## src/rtl/wake_pkg.sv

```systemverilog
package wake_pkg;
  typedef enum logic [1:0] {
    SEL_ARM  = 2'd0,
    SEL_POL  = 2'd1,
    SEL_PEND = 2'd2,
    SEL_NONE = 2'd3
  } wake_sel_e;

  typedef enum logic [1:0] {
    OP_LOAD  = 2'd0,
    OP_SET   = 2'd1,
    OP_CLEAR = 2'd2,
    OP_HOLD  = 2'd3
  } wake_op_e;
endpackage

```

## src/rtl/wake_sync.sv

```systemverilog
module wake_sync #(
  parameter int WIDTH  = 8,
  parameter int STAGES = 2
) (
  input  logic             clk,
  input  logic             rst_n,
  input  logic [WIDTH-1:0] async_i,
  output logic [WIDTH-1:0] sync_o
);
  logic [STAGES-1:0][WIDTH-1:0] chain_q;

  genvar s;
  generate
    for (s = 0; s < STAGES; s++) begin : g_stage
      always_ff @(posedge clk or negedge rst_n) begin
        if (!rst_n) chain_q[s] <= '0;
        else if (s == 0) chain_q[s] <= async_i;
        else chain_q[s] <= chain_q[(s == 0) ? 0 : s-1];
      end
    end
  endgenerate

  assign sync_o = chain_q[STAGES-1];
endmodule

```

## src/rtl/wake_edge_det.sv

```systemverilog
module wake_edge_det #(
  parameter int WIDTH = 8
) (
  input  logic             clk,
  input  logic             rst_n,
  input  logic [WIDTH-1:0] smp_i,
  input  logic [WIDTH-1:0] pol_i,
  output logic [WIDTH-1:0] hit_o
);
  logic [WIDTH-1:0] prev_q;

  function automatic logic [WIDTH-1:0] edge_hits(
    input logic [WIDTH-1:0] prev,
    input logic [WIDTH-1:0] cur,
    input logic [WIDTH-1:0] pol
  );
    return (~prev & cur & ~pol) | (prev & ~cur & pol);
  endfunction

  always_ff @(posedge clk or negedge rst_n) begin
    if (!rst_n) prev_q <= '0;
    else prev_q <= smp_i;
  end

  assign hit_o = edge_hits(prev_q, smp_i, pol_i);

  // a hit on a bit means its new sample is the level the polarity asks for
  a_r5_hit_level: assert property (@(posedge clk) disable iff (!rst_n)
    (hit_o & ~(smp_i ^ pol_i)) == '0);
  // a steady sample yields no hit even when polarity changed
  a_r10_steady_no_hit: assert property (@(posedge clk) disable iff (!rst_n)
    (smp_i == $past(smp_i)) |-> (hit_o == '0));
endmodule

```

## src/rtl/wake_regs.sv

```systemverilog
module wake_regs
  import wake_pkg::*;
#(
  parameter int WIDTH = 8
) (
  input  logic             clk,
  input  logic             rst_n,
  input  logic             wr_en,
  input  wake_sel_e        wr_sel,
  input  wake_op_e         wr_op,
  input  logic [WIDTH-1:0] wr_data,
  input  logic [WIDTH-1:0] hit_i,
  output logic [WIDTH-1:0] arm_q,
  output logic [WIDTH-1:0] pol_q,
  output logic [WIDTH-1:0] pend_q
);
  function automatic logic [WIDTH-1:0] apply_op(
    input logic [WIDTH-1:0] cur,
    input wake_op_e         op,
    input logic [WIDTH-1:0] data
  );
    case (op)
      OP_LOAD:  return data;
      OP_SET:   return cur | data;
      OP_CLEAR: return cur & ~data;
      default:  return cur;
    endcase
  endfunction

  logic wr_arm, wr_pol, wr_pend;
  logic [WIDTH-1:0] pend_sw;

  assign wr_arm  = wr_en && (wr_sel == SEL_ARM);
  assign wr_pol  = wr_en && (wr_sel == SEL_POL);
  assign wr_pend = wr_en && (wr_sel == SEL_PEND);
  assign pend_sw = wr_pend ? apply_op(pend_q, wr_op, wr_data) : pend_q;

  always_ff @(posedge clk or negedge rst_n) begin
    if (!rst_n) begin
      arm_q  <= '0;
      pol_q  <= '0;
      pend_q <= '0;
    end else begin
      if (wr_arm) arm_q <= apply_op(arm_q, wr_op, wr_data);
      if (wr_pol) pol_q <= apply_op(pol_q, wr_op, wr_data);
      pend_q <= pend_sw | hit_i;
    end
  end

  // registers are clear during reset
  a_r1_reset_clear: assert property (@(posedge clk)
    !rst_n |-> (arm_q == '0 && pol_q == '0 && pend_q == '0));
  // unselected configuration registers hold
  a_r2_arm_hold: assert property (@(posedge clk) disable iff (!rst_n)
    !wr_arm |=> $stable(arm_q));
  a_r2_pol_hold: assert property (@(posedge clk) disable iff (!rst_n)
    !wr_pol |=> $stable(pol_q));
  // an edge always lands in the pending register
  a_r7_edge_wins: assert property (@(posedge clk) disable iff (!rst_n)
    (hit_i != '0) |=> ((pend_q & $past(hit_i)) == $past(hit_i)));
  // without a software write the pending bits never drop
  a_r9_pend_sticky: assert property (@(posedge clk) disable iff (!rst_n)
    !wr_pend |=> (($past(pend_q) & ~pend_q) == '0));
  // without a software write, new pending bits come only from hits
  a_r5_no_spurious: assert property (@(posedge clk) disable iff (!rst_n)
    !wr_pend |=> ((pend_q & ~$past(pend_q) & ~$past(hit_i)) == '0));
endmodule

```

## src/rtl/pin_wakeup_unit.sv

```systemverilog
module pin_wakeup_unit
  import wake_pkg::*;
#(
  parameter int WIDTH  = 8,
  parameter int STAGES = 2
) (
  input  logic             clk,
  input  logic             rst_n,
  input  logic [WIDTH-1:0] pin_i,
  input  logic             wr_en,
  input  logic [1:0]       wr_sel,
  input  logic [1:0]       wr_op,
  input  logic [WIDTH-1:0] wr_data,
  output logic [WIDTH-1:0] arm_o,
  output logic [WIDTH-1:0] pol_o,
  output logic [WIDTH-1:0] pend_o,
  output logic             wake_o
);
  logic [WIDTH-1:0] pin_sync;
  logic [WIDTH-1:0] edge_hit;
  logic [WIDTH-1:0] armed_pending;

  wake_sync #(.WIDTH(WIDTH), .STAGES(STAGES)) u_sync (
    .clk(clk), .rst_n(rst_n), .async_i(pin_i), .sync_o(pin_sync)
  );

  wake_edge_det #(.WIDTH(WIDTH)) u_edge (
    .clk(clk), .rst_n(rst_n), .smp_i(pin_sync), .pol_i(pol_o), .hit_o(edge_hit)
  );

  wake_regs #(.WIDTH(WIDTH)) u_regs (
    .clk(clk), .rst_n(rst_n), .wr_en(wr_en),
    .wr_sel(wake_sel_e'(wr_sel)), .wr_op(wake_op_e'(wr_op)),
    .wr_data(wr_data), .hit_i(edge_hit),
    .arm_q(arm_o), .pol_q(pol_o), .pend_q(pend_o)
  );

  assign armed_pending = pend_o & arm_o;
  assign wake_o        = |armed_pending;

  // a request needs at least one armed bit and one pending bit
  a_r8_wake_needs_arm: assert property (@(posedge clk) disable iff (!rst_n)
    wake_o |-> (arm_o != '0 && pend_o != '0));
  // nothing pending means no request
  a_r8_idle_quiet: assert property (@(posedge clk) disable iff (!rst_n)
    (pend_o == '0) |-> !wake_o);
endmodule

```

## config.mk

```make
export PLATFORM = sky130hd
export DESIGN_NAME = pin_wakeup_unit
export DESIGN_NICKNAME = d
export VERILOG_FILES = /design/src/rtl/wake_pkg.sv /design/src/rtl/wake_sync.sv /design/src/rtl/wake_edge_det.sv /design/src/rtl/wake_regs.sv /design/src/rtl/pin_wakeup_unit.sv
export SDC_FILE = /design/constraint.sdc
export NUM_CORES = 1
export LEC_CHECK = 0
export BUFFER_PORTS_ARGS = -buffer_cell sky130_fd_sc_hd__buf_4
export CORE_MARGIN = 4
export CORE_UTILIZATION = 45
export DETAILED_ROUTE_END_ITERATION = 16
export GPL_TIMING_DRIVEN = 0
export PLACE_DENSITY_LB_ADDON = 0.3
export SYNTH_ARGS = -nofsm -noshare
export SYNTH_HDL_FRONTEND = slang
export SYNTH_HIERARCHICAL = 1
export SYNTH_SLANG_ARGS = --single-unit
```

## constraint.sdc

```tcl
create_clock -name clk -period 1.3 [get_ports clk]
set_input_delay 0 -clock clk [delete_from_list [all_inputs] [get_ports clk]]
set_output_delay 0 -clock clk [all_outputs]
set_load 0.05 [all_outputs]
```

==> metrics.md <==
| Metric | Value |
|---|---|
| Int Pwr | approximately 3 mW |
| Filler cell count in the final layout | between 300 and 400 |
| Clock Path Buffers | 2 |
| Net Count, Synth | 195 |
| Tot GR Track Use | a little under a fifth |
| Die footprint | 0.00573 sq mm |
| Vias in the first global route | between 1500 and 2000 |
| Die W | ~76 microns |
| # setup viols final | 0 |
| Leakage | roughly 1.3 nW |
| Library cells used by synthesis | 27 |
| Post-route insts no fill | between 200 and 300 |
| Initial Util | 47.0% |
| Overflow left after global routing | 0 |
| CTS tree | yes |
| Area of the mapped netlist | 0.00206 sq mm |
| Worst-skew pair later-pin latency | approximately 0.31 ns |
| Via count | 1599 |
| Die Ht | 75.7 microns |
| Post-synth top area share | just under 60% |
| Critical path launch point type | flip-flop |
| GP Congestion | about 0.75 |
| First-pass GRT wire length | around 8000 microns |
| # placed instances | 266 |
| Fmax | between 700 and 800 MHz |
| Maxcap violations | 0 |
| Most common cell after layout, fill and taps aside | buf_4 |
| Final worst-path cycle share | 99.1% |
| CTS Buf Count | 5 |
| Worst Tran Pin Value | 0.609 ns |
| FF-to-FF End | u_regs/pend_q[1] |
| DP HPWL | 3090 microns |
| Mapped Cells | between 150 and 200 |
| Worst min path class | primary input to flip-flop |
| Area of the multi-input gates | approximately 800 sq um |
| Final hold viol count | 0 |
| Worst flop-to-flop path startpoint | u_sync/sync_o[1] |
| WHS | roughly 0.09 ns |
| Final wirelength | between 4000 and 5000 microns |
| Routed vias/inst | around 5.4 |
| Data required, critical path | between 1 and 1.5 ns |
| Register area share after synthesis | about three fifths |
| Crit-path max FO | 3 |
| CTS Root Cell | clkbuf_8 |
| Ant diodes | 0 |
| Fin Setup TNS | 0 ns |
| Clock power frac | roughly a quarter |
| Number of I/O port buffers | 47 |
| CP Class | flip-flop to output pin |
| Residual DRC | 0 |
| Worst Setup End Kind | output pin |
| H-tree lvl count | 2 |
| Utilization after layout | roughly 65% |
| Comb power frac | about 35% |
| Reg2reg path depth | 4 |
| Storage cell area | between 0.001 and 0.0015 sq mm |
| Switching power share of the total | between 30 and 40% |
| Initial drt markers | ~120 |
| Status | finished, final reports clean |
| Synth Area per Inst | roughly 12 sq um |
| I/O Pins | 48 |
| Final critical-path required period | 1.29 ns |
| RSZ-0062 raised after global routing | yes |
| # nets final | between 200 and 300 |
| Setup slack, reg-to-reg | between 0.2 and 0.3 ns |
| Layout cells sized above 1 | approximately two fifths |
| Worst Setup SP | u_regs/arm_q[5] |
| Initial antenna violation count | 0 |
| Reg power frac | approximately 41% |
| Yosys reg bits | 48 |
| Worst-path clk slew | 0.10 ns |
| Max_slew headroom | between 50% and 60% |
| Core area | approximately 0.0044 sq mm |
| Post-DRT Antenna Nets | 0 |
| Worst VDD drop | 0.000768 V |
| Pin count of the biggest net entering global routing | about 50 |
| P&R area growth vs syn | 38.8% |
| PD cells | approximately 1600 mW/mm^2 |
| Ranking of synthesized cells by area | dfrtp_1, a21oi_1, o22ai_2 |
| Average wire per standard cell | 16.4 microns |
| Net Sw Power | between 1.5 and 2 mW |
| Worst Path Arrival | 1.29 ns |
| Layout Skew | about 0.012 ns |
| Pins Over Slew Limit | 0 |
| Clk sink count | 48 |
| Commonest non-fill, non-tap cells in the layout | buf_4, dfrtp_1, a21oi_1 |
| Drt pass-1 iters | 4 |
| FP Rows | 24 |
| End of the critical path | wake_o |
| Synth Warn # | 6 |
| Area leader, netlist | dfrtp_1 |
[Yosys cell counts]
master    number
nor2b_1        7
buf_4          9
a22oi_1        4
a31oi_1        2
nand3b_1       1
or3b_1         1
a21oi_1       26
nor2_2         1
buf_6          2
nand2b_1       9
o22ai_2        7
and4bb_2       1
o21ai_1        2
nor4b_4        1
inv_1          2
o22ai_1        7
o21a_4         1
ha_1           5
dfrtp_1       48
o21ai_0        7
and4bb_4       1
buf_2          1
nand4_1        1
nand2_1        8
a221o_1        8
a21oi_2        4
clkbuf_1       1
[cells by family after synthesis]
family | after synthesis | synth area share (%)
buffers and inverters | 15 | 5.16
DFF | 48 | 58.3
and+or+nand+nor | 31 | 10.3
adders and majority gates | 5 | 3.04
AOI/OAI and AO/OA | 68 | 23.3
[layer usage]
| metal | part of all wire, % | up-vias | GRT usage, % |
|---|---|---|---|
| met5 | 0 | - | 0 |
| met4 | 1.3 | 0 | 6.02 |
| met3 | 5.7 | 7 | 3.96 |
| met2 | 49 | 52 | 30.6 |
| met1 | 44 | 774 | 24.9 |
| li1 | - | 766 | - |
[through the flow]
| stage | instance area [sq um] | power, mW | setup WS, ns |
|---|---|---|---|
| detailed placement | 2480 | 3.41 | -0.186 |
| global route | 2860 | 4.88 | -0.0116 |
| global placement | 2480 | 3.38 | -0.141 |
| floorplan | 2060 | 2.88 | 0.00520 |
| CTS | 2800 | 4.63 | 0.00195 |
| finish | 2860 | 4.67 | 0.0121 |
[worst min path at each step]
stage                    from                end  slack (ns)  depth (start not counted)
floorplan               rst_n   u_edge/prev_q[0]       -0.30                          0
global placement        rst_n   u_sync/sync_o[2]        0.05                          1
detailed placement      rst_n  u_sync/chain_q[2]        0.05                          1
CTS                 wr_sel[0]    u_regs/arm_q[3]        0.08                          4
global route        wr_sel[0]    u_regs/arm_q[4]        0.09                          4
finish              wr_sel[0]    u_regs/arm_q[3]        0.09                          4
[worst max-delay path, cell delays in order (launching register included)]
cell and delay (ns):
dfrtp_1 0.42, a22oi_2 0.21, nand4_1 0.17, buf_6 0.19
[timing repair]
item,4_1_cts,5_1_grt
hold buffers,17,0
hold endpoints to repair,70,0
setup buffers,1,7
gates resized for setup,4,2
setup endpoints to repair,1,8
pin swaps,1,3
[flip-flops by register name (all words and copies together) (netlist names)]
name and cells:
u_regs/arm_q 8, u_regs/pol_q 8, u_regs/pend_q 8, u_edge/prev_q 8, u_sync/chain_q 8, u_sync/sync_o 8
[layout make-up]
cell class	count	area share, %
Timing Repair Buffer	72	20.5
Clock buffer	6	2.89
Clock inverter	2	1.36
Inverter	2	0.262
Buffer	12	3.32
Tap cell	52	2.27
Multi-Input combinational cell	104	27.3
Sequential cell	48	42.1
[power by group through the flow]
stage / clock [mW] / combinational [mW] / sequential [mW]
6_report: 1.14 / 1.62 / 1.92
5_1_grt: 1.21 / 1.72 / 1.94
4_1_cts: 1.17 / 1.54 / 1.92
3_5_place_dp: 0 / 1.48 / 1.93
3_3_place_gp: 0 / 1.45 / 1.93
2_1_floorplan: 0 / 0.387 / 2.49
Power figures use the tool's default switching activity.
